## src/rtl/maint_cmd_queue.sv

```systemverilog
module maint_cmd_queue #(
  parameter int NCPU  = 2,
  parameter int DEPTH = 4,
  parameter int AW    = 32,
  parameter int LAT   = 4,
  localparam int CW   = (NCPU > 1) ? $clog2(NCPU) : 1
) (
  input  logic          clk,
  input  logic          rst_n,
  input  logic          bus_req,
  input  logic          bus_wr,
  input  logic [CW-1:0] bus_cpu,
  input  logic [2:0]    bus_sel,
  input  logic [31:0]   bus_wdata,
  output logic          bus_ack,
  output logic [31:0]   bus_rdata,
  output logic          disp_valid,
  output logic [1:0]    disp_op,
  output logic          disp_whole,
  output logic [AW-1:0] disp_addr,
  output logic [AW-1:0] disp_size,
  output logic [CW-1:0] disp_cpu,
  output logic          eng_done
);
  localparam int PW = (DEPTH > 1) ? $clog2(DEPTH) : 1;
  localparam int LW = $clog2(LAT + 1);
  localparam int EW = CW + 4 + 2 * AW;
  localparam logic [2:0] SEL_MODE = 3'd0, SEL_ADDR = 3'd1, SEL_SIZE = 3'd2,
                         SEL_RSTAT = 3'd3, SEL_QSTAT = 3'd4, SEL_PRIM = 3'd5;
  localparam logic [PW:0] FULL_CNT = DEPTH[PW:0];

  logic [31:0]     mode_q;
  logic [AW-1:0]   addr_q, size_q;
  logic            owner_vld;
  logic [CW-1:0]   owner_id;
  logic [NCPU-1:0] fail_q, done_q;
  logic [EW-1:0]   fifo [DEPTH];
  logic [PW-1:0]   wp, rp;
  logic [PW:0]     cnt;
  logic            busy, disp_notify, pend_prim;
  logic [LW-1:0]   lcnt;

  wire rd      = bus_req && !bus_wr;
  wire wr      = bus_req && bus_wr;
  wire own     = owner_vld && owner_id == bus_cpu;
  wire rs_rd   = rd && bus_sel == SEL_RSTAT;
  wire full_b  = own && cnt == FULL_CNT;
  wire lost_b  = !own || fail_q[bus_cpu];
  wire push    = rs_rd && !full_b && !lost_b;
  wire pop     = !busy && cnt != '0;
  wire whole   = mode_q[18:17] == 2'd1;
  wire drained = cnt == '0 && !busy;
  wire finish  = busy && lcnt == '0;
  wire cmd_wr  = wr && (bus_sel == SEL_MODE || bus_sel == SEL_ADDR || bus_sel == SEL_SIZE);
  wire [EW-1:0] new_entry = {bus_cpu, mode_q[15], whole, mode_q[1:0],
                             whole ? '0 : addr_q, whole ? '0 : size_q};

  always_ff @(posedge clk) begin
    if (!rst_n) begin
      owner_vld <= 1'b0;
      owner_id  <= '0;
      fail_q    <= '0;
      mode_q    <= '0;
      addr_q    <= '0;
      size_q    <= '0;
    end else begin
      if (cmd_wr) begin
        if (!owner_vld && bus_sel == SEL_MODE) begin
          owner_vld        <= 1'b1;
          owner_id         <= bus_cpu;
          mode_q           <= bus_wdata;
          fail_q[bus_cpu]  <= 1'b0;
        end else if (own) begin
          case (bus_sel)
            SEL_MODE: mode_q <= bus_wdata;
            SEL_ADDR: addr_q <= AW'(bus_wdata);
            default:  size_q <= AW'(bus_wdata);
          endcase
        end else begin
          fail_q[bus_cpu] <= 1'b1;
        end
      end
      if (rs_rd) begin
        fail_q[bus_cpu] <= 1'b0;
        if (own) owner_vld <= 1'b0;
      end
    end
  end

  always_ff @(posedge clk) begin
    if (push) fifo[wp] <= new_entry;
  end

  always_ff @(posedge clk) begin
    if (!rst_n) begin
      wp  <= '0;
      rp  <= '0;
      cnt <= '0;
    end else begin
      if (push) wp <= (wp == PW'(DEPTH - 1)) ? '0 : wp + 1'b1;
      if (pop)  rp <= (rp == PW'(DEPTH - 1)) ? '0 : rp + 1'b1;
      cnt <= cnt + (PW+1)'(push) - (PW+1)'(pop);
    end
  end

  always_ff @(posedge clk) begin
    if (!rst_n) begin
      busy        <= 1'b0;
      lcnt        <= '0;
      disp_valid  <= 1'b0;
      eng_done    <= 1'b0;
      disp_op     <= '0;
      disp_whole  <= 1'b0;
      disp_addr   <= '0;
      disp_size   <= '0;
      disp_cpu    <= '0;
      disp_notify <= 1'b0;
      done_q      <= '0;
    end else begin
      disp_valid <= 1'b0;
      eng_done   <= 1'b0;
      if (busy) begin
        if (finish) begin
          busy     <= 1'b0;
          eng_done <= 1'b1;
        end else begin
          lcnt <= lcnt - 1'b1;
        end
      end else if (pop) begin
        busy       <= 1'b1;
        lcnt       <= LW'(LAT - 1);
        disp_valid <= 1'b1;
        {disp_cpu, disp_notify, disp_whole, disp_op, disp_addr, disp_size} <= fifo[rp];
      end
      for (int c = 0; c < NCPU; c++) begin
        if (wr && bus_sel == SEL_QSTAT && bus_wdata[2] && bus_cpu == CW'(c)) done_q[c] <= 1'b0;
        if (finish && disp_notify && disp_cpu == CW'(c)) done_q[c] <= 1'b1;
      end
    end
  end

  always_ff @(posedge clk) begin
    if (!rst_n) begin
      bus_ack   <= 1'b0;
      bus_rdata <= '0;
      pend_prim <= 1'b0;
    end else begin
      bus_ack   <= (bus_req && !(rd && bus_sel == SEL_PRIM)) || (pend_prim && drained);
      pend_prim <= pend_prim ? !drained : (rd && bus_sel == SEL_PRIM);
      if (rd) begin
        case (bus_sel)
          SEL_MODE:  bus_rdata <= mode_q;
          SEL_ADDR:  bus_rdata <= 32'(addr_q);
          SEL_SIZE:  bus_rdata <= 32'(size_q);
          SEL_RSTAT: bus_rdata <= {30'd0, full_b, lost_b};
          SEL_QSTAT: bus_rdata <= {29'd0, done_q[bus_cpu], 2'd0};
          default:   bus_rdata <= '0;
        endcase
      end
    end
  end


  no_overflow_chk: assert property (@(posedge clk) disable iff (!rst_n)
    push |-> cnt < FULL_CNT);

  single_dispatch_chk: assert property (@(posedge clk) disable iff (!rst_n)
    disp_valid |-> !$past(busy));

  done_after_busy_chk: assert property (@(posedge clk) disable iff (!rst_n)
    eng_done |-> ($past(busy) && !busy));

  whole_zero_chk: assert property (@(posedge clk) disable iff (!rst_n)
    (disp_valid && disp_whole) |-> (disp_addr == '0 && disp_size == '0));

  owner_hold_chk: assert property (@(posedge clk) disable iff (!rst_n)
    (owner_vld && !(rs_rd && bus_cpu == owner_id)) |=> (owner_vld && $stable(owner_id)));

  sync_drain_chk: assert property (@(posedge clk) disable iff (!rst_n)
    ($past(pend_prim) && bus_ack) |-> $past(drained));
endmodule

```

## config.mk

```make
export PLATFORM = sky130hd
export DESIGN_NAME = maint_cmd_queue
export DESIGN_NICKNAME = d
export VERILOG_FILES = /design/src/rtl/maint_cmd_queue.sv
export SDC_FILE = /design/constraint.sdc
export NUM_CORES = 1
export LEC_CHECK = 0
export BUFFER_PORTS_ARGS = -buffer_cell sky130_fd_sc_hd__buf_2
export CAP_MARGIN = 5
export CORE_MARGIN = 2
export CORE_UTILIZATION = 40
export CTS_CLUSTER_DIAMETER = 50
export DETAILED_ROUTE_END_ITERATION = 12
export GPL_TIMING_DRIVEN = 0
export PLACE_DENSITY_LB_ADDON = 0.25
export SLEW_MARGIN = 20
export SYNTH_ARGS = -nofsm -noshare
export SYNTH_HDL_FRONTEND = slang
export SYNTH_SLANG_ARGS = --single-unit
```

## constraint.sdc

```tcl
create_clock -name clk -period 4.3 [get_ports clk]
set_input_delay 0.43 -clock clk [delete_from_list [all_inputs] [get_ports clk]]
set_output_delay 0.43 -clock clk [all_outputs]
set_load 0.05 [all_outputs]
```

After elaboration in Yosys (flattened, before gate mapping)
Memories as Yosys holds them, arrays and structs flattened. A register that Yosys moved wholly into a read port is not among the register bits.
Cells that the tools add are included.
{"block": "word_totals", "mem_bits_rw": 276, "reg_bits": 149, "mem_count": 1, "out_inout_bits": 103, "in_bits": 40, "word_cells": 138}
{"block": "classes", "mux": 37, "bitwise_logic": 10, "eq_ne": 11, "n_reduce_logical": 54, "add_sub_neg": 5, "n_lt_le_gt_ge": 2}
{"memory": "fifo", "words": 4, "width": 69, "read_ports": 1, "rd_clocked_by_memory_dff": 1, "write_ports": 1, "line": "37", "rtl": "logic [EW-1:0] fifo [DEPTH];"}
{"operator": "2-to-1 mux 32 bit", "n": 5}
{"operator": "case mux 32 bit (5 select lines)", "n": 1}
{"operator": "logical AND 1 bit", "n": 23}
{"operator": "2-to-1 mux 1 bit", "n": 20}
{"operator": "2-to-1 mux 2 bit", "n": 7}
{"operator": "nonzero test 2 bit", "n": 5}
{"operator": "equality test 3 bit (second input constant)", "n": 3}
{"operator": "logical NOT 1 bit", "n": 9}
{"operator": "logical NOT 3 bit", "n": 3}
{"operator": "2-to-1 mux 3 bit", "n": 3}
{"operator": "AND reduction 2 bit", "n": 4}
{"operator": "AND reduction 4 bit", "n": 2}
{"operator": "equality test 3 x 2 -> 1 bit (second input constant)", "n": 2}
{"operator": "NOT 1 bit", "n": 6}
{"operator": "adder 2 x 1 -> 2 bit (second input constant)", "n": 2}
{"operator": "AND 2 bit", "n": 2}
{"operator": "equality test 2 bit (second input constant)", "n": 2}
{"operator": "logical OR 1 bit", "n": 4}
{"operator": "OR reduction 2 bit", "n": 2}
{"operator": "adder 3 x 1 -> 3 bit", "n": 1}
{"operator": "equality test 3 x 1 -> 1 bit (second input constant)", "n": 1}
{"operator": "AND reduction 3 bit", "n": 1}
{"operator": "nonzero test 3 bit", "n": 1}
{"operator": "subtractor 3 x 1 -> 3 bit", "n": 1}
{"operator": "9 further kinds", "n": 9}

Depth between registers and ports, before layout
{"block": "logic_depth", "depth_word": 11, "depth_mapped": 11, "ltp_nobuf": 10}

Least setup slack after synthesis
OpenSTA, ideal clock, no wires.
{"block": "synth_path", "kind": "input to register", "start": "input bus_cpu", "end": "memory fifo[0][0] (netlist name) (enable)", "slack_ns": 1.181, "cell_stages": 3, "setup_ns": 0.435, "arrival_time_ns": 2.684, "path_cell_list": "buf_4 a211oi_1 and3_1"}
{"block": "synth_via", "elab_chain_cells": 8}
{"element": "start, declared", "line": "12", "rtl": "input logic [CW-1:0] bus_cpu,"}
{"element": "equality test 1 bit", "line": "45", "rtl": "wire own = owner_vld && owner_id == bus_cpu;"}
{"element": "logical AND 1 bit", "line": "45"}
{"element": "logical AND 1 bit or logical NOT 1 bit (tied branches)", "line": "47, 48"}
{"element": "logical NOT 1 bit or logical OR 1 bit (tied branches)", "line": "49, 48"}
{"element": "logical AND 1 bit or logical NOT 1 bit (tied branches)", "line": "49", "rtl": "wire push = rs_rd && !full_b && !lost_b;"}
{"element": "logical AND 1 bit (*)", "line": "49"}
{"element": "2-to-1 mux 1 bit (*)", "line": "91", "rtl": "if (push) fifo[wp] <= new_entry;"}
{"element": "2-to-1 mux 1 bit (not written as such) (*)", "line": "91"}
{"element": "end, declared", "line": "37"}
Every way passes the cells marked *; elsewhere a longest branch is shown, timed or not. The select of a mux whose other input is x is not followed.

Worst setup path after layout
{"block": "layout_path", "start": "register cnt[1]", "end": "register cnt[1]"}
{"element": "start, declared", "line": "39", "rtl": "logic [PW:0] cnt;"}
{"element": "start signal, assigned", "line": "102", "rtl": "cnt <= cnt + (PW+1)'(push) - (PW+1)'(pop);"}
{"element": "nonzero test 3 bit", "line": "50", "rtl": "wire pop = !busy && cnt != '0;"}
{"element": "logical AND 1 bit", "line": "50"}
{"element": "net pop", "line": "50"}
{"element": "subtractor 3 x 1 -> 3 bit", "line": "102"}
The timed path passes the listed nets, and every way through them passes these cells.
A chain may end at the register's enable or synchronous reset.

==> qor.yml <==
yosys:
  yosysWarnings: 0
  yosysTopAreaCellShare_pct: 43.1
  syn_inst: 1480
  synth_edf_count: 276
  syn_area_per_cell_um2: 13.0
  async_reset_ff_share_pct: 0
  yosysUniqueCellTypes: 58
  yosysSeqAreaShare_pct: 65.9
  yosys.area.top_type: "edfxtp_1"
  syn-cell-area_mm2: 0.0192
  synth-seq-cells: 494
  ys_top_cells_by_area: "edfxtp_1, dfxtp_1, mux4_2, nand2_1, and2_1"
  ys.flop_type: "edfxtp_1"
  synth_nets: 1530
power:
  p_per_area_mw_per_mm2: 598
  peakVddDrop_v: 0.000308
  power.leakage_nw: 7.39
  totalPowerFinal_w: 0.0135
route:
  drt_iter0_markers: 929
  drt_wl_total_um: 51200
  viasPerCell: 5.27
  antenna_left: 0
  avgRoutedWirePerCell_um: 21.9
  dr.pass1.iters: 5
  drc: 0
  vias: 12400
grt:
  antenna_found_initial: 3
  grt_pass1_vias: 12500
  grt-ovfl-total: 0
  grtUsageTotal_pct: 20.7
  grt_pass1_wl_um: 77000
  grt_max_degree: 41
die:
  io_pins: 143
  initial_core_util_pct: 40.4
  dieArea_mm2: 0.0498
  dieHeight_um: 223
  rows: 80
  core_mm2: 0.0475
  die_w_um: 223
hold_path:
  min_delay_path_depth: 3
  hold_start: "bus_wdata[8]"
  hold_path_end: "mode_q[8]"
  hold_class: "in -> reg"
cells_and_area:
  mostFrequentLayoutCells: "edfxtp_1, nand2_1, dfxtp_1, buf_2, a21oi_1"
  synthToLayoutAreaGrowth_pct: 17.7
  final_cells: 2343
  final_common_cell: "edfxtp_1"
  final_nets: 1730
  final_area_mm2: 0.0226
  layout-drive-gt1-share_pct: 23.6
clock_tree:
  cts_buffers: 53
  cts-root-buf: "clkbuf_16"
  cts_setup_buffers: 0
  clock_sinks: 494
  cts.clk_slew.worst_paths_ns: 0.06
  cts_tree: "done"
  hold_buffers: 0
  cts_resized: 0
  clockBufferDepth: 3
  insertion_delay_ns: 0.60
  htreeDepth: 2
sta:
  hold_viol: 0
  worstMarginPinSlew_ns: 1.03
  clock_skew_ns: 0.0151
  final.period_utilization_pct: 67.9
  timing.fmax_ghz: 0.343
  drv_slew: 0
  setup_violations: 0
  slew_headroom_pct: 31.2
  period_minus_slack_ns: 2.92
  timing.hold.ws_ns: 0.0920
  rsz0062_at_grt: "false"
worst_setup_path:
  end_kind: "flip-flop"
  r2r_start: "cnt[1]"
  crit_type: "reg -> reg"
  r2r_slack_ns: 1.38
  arrival_ns: 3.41
  cp_max_fo: 10
  crit_path_start_kind: "flip-flop"
  r2r_cells: 9
  cp.required_ns: 4.79
  rr_endpoint: "cnt[1]"
placement:
  placed_cells: 2240
  dp_hpwl_um: 35600
  numPortBuffers: 141
  post_dp_cell_area_mm2: 0.0208
  gp_congestion: 0.849
flow_run:
  max-cap-violations: 0
outcome:
  status: "complete, no violations"
[per-layer routing]
layer	GRT usage (%)	routed length [µm]	vias up
met5	0	0	-
met4	6.08	1220	0
met3	3.35	2600	62
met2	34.2	24500	305
met1	28.3	22800	6205
li1	-	-	5778
[per-stage QoR]
stage	setup TNS, ns	setup WS [ns]	util, %
after floorplan	0	1.18	-
final	0	1.38	47.6
after detailed placement	0	1.38	43.8
after global routing	0	1.23	47.6
after CTS	0	1.38	47.6
after global placement	-208.55	-0.790	43.5
[cell type report]
type / instances / area, µm²
fillers: 4184 / 24900
flip-flops and latches: 494 / 12700
multi-input cells: 861 / 6050
clock buffers: 65 / 1430
repair buffers: 145 / 808
well taps: 615 / 769
plain buffers: 109 / 474
clock inverters: 35 / 369
inverters: 16 / 60.1
diodes: 3 / 7.51
[critical path: stages (launching register included)]
cell and delay (ns):
dfxtp_1 0.40, nor3_1 0.08, or2_1 0.23, inv_2 0.33
clkbuf_1 0.60, ha_1 0.36, inv_1 0.06, ha_1 0.16
fa_1 0.42, and2_1 0.16
[how the worst max path moves through the flow]
stage               cells past startpoint  slack [ns]           to       start
detailed placement                      9        1.38       cnt[1]      cnt[1]
floorplan                               3        1.18   fifo[0][0]     bus_cpu
global route                            9        1.23       cnt[1]      cnt[1]
finish                                  9        1.38       cnt[1]      cnt[1]
global placement                        4       -0.79  fifo[1][56]  bus_sel[2]
CTS                                     9        1.38       cnt[1]      cnt[1]
[state kept, by name, summed over array words and instances, names as in the netlist, named ones only]
name and count:
fifo 276, addr_q 32, bus_rdata 32, disp_addr 32, disp_size 32, mode_q 32, size_q 32, cnt 3
lcnt 3, disp_op 2, done_q 2, rp 2, wp 2, bus_ack 1, busy 1, disp_cpu 1
disp_notify 1, disp_valid 1, disp_whole 1, eng_done 1, owner_id 1, owner_vld 1, pend_prim 1
[cell usage after synthesis, drive strengths merged (3+ instances only)]
library cell,number
a21oi,110
nand2b,4
dfxtp,218
xnor2,3
nor3,3
a22oi,29
edfxtp,276
nor2,40
nor2b,4
mux2i,36
ha,9
buf,45
nand2,273
a211o,3
and2,67
nand3,68
and3,8
o21ai,71
o31ai,3
clkbuf,64
o2bb2ai,31
a211oi,4
inv,16
mux4,69
[kinds of logic after synthesis]
family | after synthesis | share of synthesized area [%]
flip-flops | 494 | 65.9
adder cells (fa/ha/maj) | 10 | 0.690
AO/OA/AOI/OAI | 260 | 8.73
multiplexers | 105 | 9.96
XOR/XNOR | 4 | 0.261
AND/OR/NAND/NOR | 482 | 11.7
buffers and inverters | 125 | 2.77
[report_power, final]
group	total (W)	internal [W]	switching [W]	leakage, nW
combinational	0.00339	0.000884	0.00250	2.78
sequential	0.00549	0.00529	0.000197	3.73
clock	0.00466	0.00275	0.00191	0.883
(Power assumes the default switching activity.)
